`src/rtl/galvo_rx_pkg.sv`:
```
package galvo_rx_pkg;
    localparam int CODE_W     = 3;
    localparam int POS_W      = 16;
    localparam int FRAME_BITS = CODE_W + POS_W + 1;
    localparam int CNT_W      = $clog2(FRAME_BITS);
    localparam int AXES       = 2;
    localparam logic [CODE_W-1:0] CODE_OK = 3'b001;

    typedef enum logic {ST_IDLE, ST_RECV} rx_state_t;

    typedef struct packed {
        logic [POS_W-1:0] pos;
        logic             code_err;
        logic             par_err;
    } axis_res_t;
endpackage

```
`src/rtl/galvo_rx_sync.sv`:
```
module galvo_rx_sync #(
    parameter int W      = 4,
    parameter int STAGES = 2
) (
    input  logic         clk,
    input  logic         rst_n,
    input  logic [W-1:0] d,
    output logic [W-1:0] q
);
    for (genvar i = 0; i < W; i++) begin : g_lane
        logic [STAGES-1:0] chain;
        always_ff @(posedge clk or negedge rst_n) begin
            if (!rst_n) chain <= '0;
            else        chain <= {chain[STAGES-2:0], d[i]};
        end
        assign q[i] = chain[STAGES-1];
    end
endmodule

```
`src/rtl/galvo_axis_shift.sv`:
```
module galvo_axis_shift
    import galvo_rx_pkg::*;
(
    input  logic      clk,
    input  logic      rst_n,
    input  logic      shift_en,
    input  logic      din,
    output axis_res_t res
);
    logic [FRAME_BITS-2:0] sh_q;
    logic [FRAME_BITS-1:0] word;

    always_ff @(posedge clk or negedge rst_n) begin
        if (!rst_n)        sh_q <= '0;
        else if (shift_en) sh_q <= {sh_q[FRAME_BITS-3:0], din};
    end

    // The word includes the bit being taken this cycle.
    assign word         = {sh_q, din};
    assign res.pos      = word[POS_W:1];
    assign res.code_err = (word[FRAME_BITS-1 -: CODE_W] != CODE_OK);
    assign res.par_err  = ^word;
endmodule

```
`src/rtl/galvo_frame_rx.sv`:
```
module galvo_frame_rx
    import galvo_rx_pkg::*;
#(
    parameter int SYNC_STAGES = 2
) (
    input  logic             clk,
    input  logic             rst_n,
    input  logic             lnk_clk,
    input  logic             lnk_sync,
    input  logic             lnk_dx,
    input  logic             lnk_dy,
    output logic [POS_W-1:0] x_pos,
    output logic [POS_W-1:0] y_pos,
    output logic             x_code_err,
    output logic             x_par_err,
    output logic             y_code_err,
    output logic             y_par_err,
    output logic             frame_valid,
    output logic             frame_err
);
    localparam logic [CNT_W-1:0] LAST_BIT = CNT_W'(FRAME_BITS - 1);

    logic [3:0] raw_w, syn_w;
    logic       clk_prev, sync_prev;
    logic       fall, rise, last, abort, shift_en;
    rx_state_t  state_q, state_d;
    logic [CNT_W-1:0] cnt_q, cnt_d;
    logic      din_ax [AXES];
    axis_res_t res_ax [AXES];

    assign raw_w = {lnk_clk, lnk_sync, lnk_dx, lnk_dy};

    galvo_rx_sync #(.W(4), .STAGES(SYNC_STAGES)) u_sync (
        .clk(clk), .rst_n(rst_n), .d(raw_w), .q(syn_w)
    );

    always_ff @(posedge clk or negedge rst_n) begin
        if (!rst_n) begin
            clk_prev  <= 1'b0;
            sync_prev <= 1'b0;
        end else begin
            clk_prev  <= syn_w[3];
            sync_prev <= syn_w[2];
        end
    end

    assign fall     = clk_prev & ~syn_w[3];
    assign rise     = syn_w[2] & ~sync_prev;
    assign last     = (state_q == ST_RECV) && fall && (cnt_q == LAST_BIT);
    assign abort    = (state_q == ST_RECV) && rise && !last;
    assign shift_en = (state_q == ST_RECV) && fall && !abort;

    assign din_ax[0] = syn_w[1];
    assign din_ax[1] = syn_w[0];

    for (genvar a = 0; a < AXES; a++) begin : g_axis
        galvo_axis_shift u_axis (
            .clk(clk), .rst_n(rst_n), .shift_en(shift_en),
            .din(din_ax[a]), .res(res_ax[a])
        );
    end

    // Next-state logic
    always_comb begin
        state_d = state_q;
        cnt_d   = cnt_q;
        unique case (state_q)
            ST_IDLE: begin
                if (rise) begin            // start
                    state_d = ST_RECV;
                    cnt_d   = '0;
                end
            end
            ST_RECV: begin
                if (last) begin            // chain or finish
                    state_d = rise ? ST_RECV : ST_IDLE;
                    cnt_d   = '0;
                end else if (rise) begin   // abort
                    cnt_d   = '0;
                end else if (fall) begin   // shift
                    cnt_d   = cnt_q + 1'b1;
                end
            end
        endcase
    end

    // State register
    always_ff @(posedge clk or negedge rst_n) begin
        if (!rst_n) begin
            state_q <= ST_IDLE;
            cnt_q   <= '0;
        end else begin
            state_q <= state_d;
            cnt_q   <= cnt_d;
        end
    end

    // Outputs
    always_ff @(posedge clk or negedge rst_n) begin
        if (!rst_n) begin
            x_pos       <= '0;
            y_pos       <= '0;
            x_code_err  <= 1'b0;
            x_par_err   <= 1'b0;
            y_code_err  <= 1'b0;
            y_par_err   <= 1'b0;
            frame_valid <= 1'b0;
            frame_err   <= 1'b0;
        end else begin
            frame_valid <= last;
            frame_err   <= abort;
            if (last) begin
                x_pos      <= res_ax[0].pos;
                x_code_err <= res_ax[0].code_err;
                x_par_err  <= res_ax[0].par_err;
                y_pos      <= res_ax[1].pos;
                y_code_err <= res_ax[1].code_err;
                y_par_err  <= res_ax[1].par_err;
            end
        end
    end

    // Assertions
    assert_cnt_range_R2: assert property (@(posedge clk) disable iff (!rst_n)
        cnt_q <= LAST_BIT);
    assert_idle_cnt_clear_R6: assert property (@(posedge clk) disable iff (!rst_n)
        (state_q == ST_IDLE) |-> (cnt_q == '0));
    assert_valid_single_R5: assert property (@(posedge clk) disable iff (!rst_n)
        frame_valid |=> !frame_valid);
    assert_err_single_R6: assert property (@(posedge clk) disable iff (!rst_n)
        frame_err |=> !frame_err);
    assert_no_valid_with_err_R6: assert property (@(posedge clk) disable iff (!rst_n)
        !(frame_valid && frame_err));
    assert_hold_between_R9: assert property (@(posedge clk) disable iff (!rst_n)
        !frame_valid |-> ($stable(x_pos) && $stable(y_pos) &&
                          $stable(x_code_err) && $stable(y_par_err)));
    assert_idle_quiet_R7: assert property (@(posedge clk) disable iff (!rst_n)
        (state_q == ST_IDLE) |=> !frame_valid);
endmodule

```
`config.mk`:
```
export PLATFORM = sky130hd
export DESIGN_NAME = galvo_frame_rx
export DESIGN_NICKNAME = d
export VERILOG_FILES = /design/src/rtl/galvo_rx_pkg.sv /design/src/rtl/galvo_rx_sync.sv /design/src/rtl/galvo_axis_shift.sv /design/src/rtl/galvo_frame_rx.sv
export SDC_FILE = /design/constraint.sdc
export NUM_CORES = 1
export LEC_CHECK = 0
export BUFFER_PORTS_ARGS = -buffer_cell sky130_fd_sc_hd__buf_2
export CAP_MARGIN = 10
export CORE_UTILIZATION = 35
export CTS_CLUSTER_DIAMETER = 40
export DETAILED_ROUTE_END_ITERATION = 8
export PLACE_DENSITY = 0.53
export REMOVE_ABC_BUFFERS = 1
export SLEW_MARGIN = 25
export SYNTH_ARGS = -nofsm -noshare
export SYNTH_HDL_FRONTEND = slang
export SYNTH_SLANG_ARGS = --single-unit
export TNS_END_PERCENT = 100
```
`constraint.sdc`:
```
create_clock -name clk -period 2.2 [get_ports clk]
set_input_delay 0.11 -clock clk [delete_from_list [all_inputs] [get_ports clk]]
set_output_delay 0.11 -clock clk [all_outputs]
set_load 0.005 [all_outputs]
```
Word level (Yosys, flattened, before mapping)
Cells that the tools add are included.

$add $sub $neg: 1. Eq/ne operators: 5. Multiplexer cells: 8. Bitwise gates (word level): 5. Reductions and logical operators: 10.

Operators with widths (number): 20-bit XOR reduction (2); 5-bit 2-to-1 mux (4); 5-bit one-hot mux with 2 select lines (1); 3-bit by 1-bit inequality test with 1-bit output, second input constant (2); 5-bit by 1-bit adder with 5-bit output, second input constant (1); 5-bit equality test, second input constant (1); 1-bit logical AND (5); 4-bit inequality test, second input constant (1); 1-bit NOT (3); 1-bit AND (2); 1-bit zero test (2); 1-bit 2-to-1 mux (2); 2-bit inequality test, second input constant (1); 1-bit one-hot mux with 2 select lines (1); 2-bit AND reduction (1).

Register bits after elaboration: 92. Input port bits: 6. Logic and storage cells: 47.

Depth between registers and ports, before layout
Word-level depth: 8. Depth in mapped cells: 7.

Cells and area by module
From an unflattened synthesis, not the netlist that was laid out.

Cell total of the unflattened synthesis: 279. Area total of the unflattened synthesis: 4080.2 um2.

Modules (own cells, without submodules): galvo_axis_shift (times used 2, cells each 75, area each 1007.2 um2); galvo_frame_rx (times used 1, cells each 117, area each 1835.5 um2); galvo_rx_sync (times used 1, cells each 12, area each 230.2 um2).

Worst setup path before layout
No wires, ideal clock.

Path type: register to register. Start: reg cnt_q[0]. End: reg g_axis[0].u_axis.sh_q[10]. Setup time: 0.125 ns. Data arrival time: 1.665 ns. Slack: 0.411 ns. Cell stages (with the launch flop): 8. Path buffers: 2. Clock period less this slack: 1.789 ns. Path through: dfrtp_1 -> ha_1 -> nand4bb_1 -> and2_2 -> a21oi_4 -> buf_6 -> buf_6 -> mux2_2.

Word-level cells in the longest chain between the ends: 6.

RTL lines: start: declaration (line galvo_frame_rx.sv:27) `logic [CNT_W-1:0] cnt_q, cnt_d;`; start signal: assignment (line galvo_frame_rx.sv:94) `cnt_q <= cnt_d;`; 5-bit equality test (line galvo_frame_rx.sv:49) `assign last = (state_q == ST_RECV) && fall && (cnt_q == LAST_BIT);`; 1-bit logical AND (line galvo_frame_rx.sv:49); 1-bit zero test (line galvo_frame_rx.sv:50) `assign abort = (state_q == ST_RECV) && rise && !last;`; 1-bit logical AND (line galvo_frame_rx.sv:50); 1-bit zero test (line galvo_frame_rx.sv:51) `assign shift_en = (state_q == ST_RECV) && fall && !abort;`; 1-bit logical AND (line galvo_frame_rx.sv:51); end signal: assignment (line galvo_axis_shift.sv:15) `else if (shift_en) sh_q <= {sh_q[FRAME_BITS-3:0], din};`; end: declaration (line galvo_axis_shift.sv:10) `logic [FRAME_BITS-2:0] sh_q;`.

No other way between the ends. A chain may end at the register's enable or synchronous reset.

Worst setup path after layout
Start: reg cnt_q[0]. End: reg y_pos[14].

Word-level cells in the longest chain between the ends: 2.

RTL lines: 5-bit equality test (line galvo_frame_rx.sv:49); 1-bit logical AND (line galvo_frame_rx.sv:49); end signal: assignment (line galvo_frame_rx.sv:116) `y_pos <= res_ax[1].pos;`; end: declaration (line galvo_frame_rx.sv:13) `output logic [POS_W-1:0] y_pos,`.

No other way between the ends.

==> metrics.md <==
| Metric | Value |
|---|---|
| # IOs | `44` |
| Fillers | `1,032` |
| Post-DRT Antenna Nets | `0` |
| Die span in x | `108 µm` |
| Reg2reg setup slack | `0.20 ns` |
| Drt total wl | `6390 µm` |
| Critical path's largest stage delay | `0.45 ns` |
| RD Place Congestion | `0.683` |
| Pre-antenna DRT Iters | `4` |
| Vias post-DR | `2,030` |
| Synth area leaders | `dfrtp_1 (59%), mux2_4 (11%), mux2_2 (9.2%)` |
| Die H | `108 µm` |
| Per-cell routed wire length | `14.1 µm` |
| Pin count of the biggest net entering global routing | `53` |
| First-pass GRT wire length | `11,200 µm` |
| Postcts setup bufs | `0` |
| Clock Path Buffers | `2` |
| Share of the yosys chip area belonging to registers | `0.589` |
| Worst endpoint required time | `2.44 ns` |
| Rel. slew slack | `0.515` |
| Diode count | `0` |
| Worst-Margin Slew | `0.727 ns` |
| Die area | `11,600 µm²` |
| Vias in the first global route | `2,190` |
| H-Tree Depth | `3` |
| Slowest cell on crit path | `or3_2` |
| Crit path capture type | `flop` |
| Setup WS post-layout | `0.200 ns` |
| Pre-CTS WS | `0.215 ns` |
| Most common cell after layout, fill and taps aside | `dfrtp_1` |
| Setup TNS Final | `0 ns` |
| FF+latch count, synth | `92` |
| Clk sinks | `92` |
| Initial antenna violation count | `0` |
| Rows | `38` |
| Most frequent cells in the layout | `dfrtp_1 (92), buf_2 (42), mux2_2 (32), xnor2_1 (32), mux2_4 (29)` |
| Cells after Synth | `253` |
| Count of pins over their slew limit | `0` |
| Clk slew on worst S/H paths | `0.09 ns` |
| Crit-path max FO | `31` |
| Finished Core Util | `0.416` |
| Mapped cell area | `3910 µm²` |
| Status | `finished clean` |
| Register area | `2300 µm²` |
| Latest clock arrival within the worst-skew pair | `0.36 ns` |
| Via/cell ratio | `4.49` |
| Peak supply drop | `0.000459 V` |
| RSZ-0062 raised after global routing | `false` |
| Leak | `2.31 nW` |
| Share of cells above drive strength 1 | `0.423` |
| Hpwl dp | `4160 µm` |
| Post_cts resized | `0` |
| Max Cap Viol | `0` |
| PwrDens | `991 nW/µm²` |
| # setup viols final | `0` |
| Global route overflow | `0` |
| Final hold violation count | `0` |
| Post-synth top area share | `0.589` |
| CP Launch Type | `flop` |
| R2r worst-path depth | `5` |
| CP Class | `flop to flop` |
| Tcrit/Tclk final | `0.909` |
| Worst clock skew | `0.0113 ns` |
| Syn Area/Cell | `15.4 µm²` |
| Synth warn | `0` |
| DR iter-0 viols | `66` |
| IO Port Bufs | `43` |
| Yosys top cell by area | `dfrtp_1` |
| R2r endpoint | `y_pos[14]$_DFFE_PN0P_` |
| Reg2reg start | `cnt_q[0]$_DFFE_PN0P_` |
| Fmax | `500 MHz` |
| Multi-input logic area | `1500 µm²` |
| Core area | `10,800 µm²` |
| DR DRC count | `0` |
| CP cell instances | `ha_1 -> nand4bb_1 -> or3_2 -> buf_4 -> mux2_4` |
| Gr usage total | `0.127` |
| Layout area overhead | `15.4%` |
| Final net count | `314` |
| Final Critical Period | `2.00 ns` |
| Post-synthesis cell type count | `32` |
| Root buffer cell | `clkbuf_8` |
| Hold Buf Count CTS | `5` |
| CTS tree | `yes` |
| Hold Path Class | `input port to asynchronous set/reset pin` |
| Initial core utilization | `0.361` |
| CTS Buf Count | `9` |
| Worst Path Arrival | `2.24 ns` |
## worst max path at each step
stage                     cells after the start                                    end                  from
final                                         5                  y_pos[14]$_DFFE_PN0P_  cnt_q[0]$_DFFE_PN0P_
after global routing                          6  g_axis[1].u_axis.sh_q[10]$_DFFE_PN0P_  cnt_q[0]$_DFFE_PN0P_
after CTS                                     5                  y_pos[14]$_DFFE_PN0P_  cnt_q[0]$_DFFE_PN0P_
after detailed placement                      5                   y_pos[9]$_DFFE_PN0P_  cnt_q[0]$_DFFE_PN0P_
after global placement                        5                   x_pos[3]$_DFFE_PN0P_  cnt_q[0]$_DFFE_PN0P_
after floorplan                               4                   y_pos[6]$_DFFE_PN0P_  cnt_q[0]$_DFFE_PN0P_
## Yosys cell counts
master / n
nor3_1: 1
mux2_1: 10
a21o_2: 1
nor2_1: 5
buf_4: 1
mux2_2: 32
nand4b_1: 2
a21o_1: 2
or4_1: 1
nand4bb_1: 1
nand3_1: 3
inv_1: 1
o21ai_0: 3
a21oi_1: 6
and3_2: 1
dfrtp_1: 92
a31oi_1: 1
mux2_4: 29
a21oi_4: 1
nand2_2: 1
clkbuf_1: 1
buf_6: 7
or3_1: 1
ha_1: 1
xnor2_1: 32
nor2b_1: 2
nand2_1: 7
and2_2: 1
xor2_1: 2
buf_2: 2
or2_1: 1
xnor3_1: 2
## cell families after synthesis
logic type | share of synthesized area
flops | 0.589
mux | 0.232
buf+inv | 0.0266
xor+xnor | 0.0877
compound gates | 0.0234
fa+ha+maj | 0.00320
simple gates | 0.0378
## registers in the layout (all words and copies together) (netlist names)
signal and count:
g_axis.u_axis.sh_q 38, x_pos 16, y_pos 16, u_sync.g_lane.chain 8
cnt_q 5, clk_prev 1, frame_err 1, frame_valid 1
state_q 1, sync_prev 1, x_code_err 1, x_par_err 1
y_code_err 1, y_par_err 1
## power breakdown
part | leakage [nW] | switching [W] | internal, W | total [W]
sequential | 1.22 | 0.000255 | 0.00190 | 0.00216
combinational | 0.990 | 0.000411 | 0.000766 | 0.00118
clock | 0.106 | 0.000578 | 0.000556 | 0.00113
total | 2.31 | 0.00124 | 0.00323 | 0.00447
## area by class of cell
type / count / share of cell area
Sequential cell: 92 / 0.510
Multi-Input combinational cell: 149 / 0.333
Timing Repair Buffer: 54 / 0.0721
Tap cell: 140 / 0.0388
Clock buffer: 10 / 0.0305
Clock inverter: 6 / 0.0139
Inverter: 1 / 0.000832
## stage by stage
stage | hold slack (ns) | std cells | area [µm²] | total power (W)
3_5_place_dp | 0.191 | 431 | 4260 | 0.00341
6_report | 0.338 | 452 | 4510 | 0.00447
2_1_floorplan | -0.186 | 242 | 3810 | 0.00315
4_1_cts | 0.349 | 452 | 4510 | 0.00457
3_3_place_gp | 0.199 | 431 | 4260 | 0.00339
5_1_grt | 0.361 | 452 | 4510 | 0.00479
## critical path: cells and delay by family, from the launching register on
kind / cells / cell delay [ns]
simple gates: 2 / 0.61
flops: 1 / 0.39
mux: 1 / 0.35
buf+inv: 1 / 0.30
fa+ha+maj: 1 / 0.22
## layer usage
metal,share of wire,global-route usage
met5,0,0
met4,0.017,0.0528
met3,0.040,0.0381
met2,0.42,0.177
met1,0.52,0.181
No activity file was read; power rests on OpenSTA's default activity.
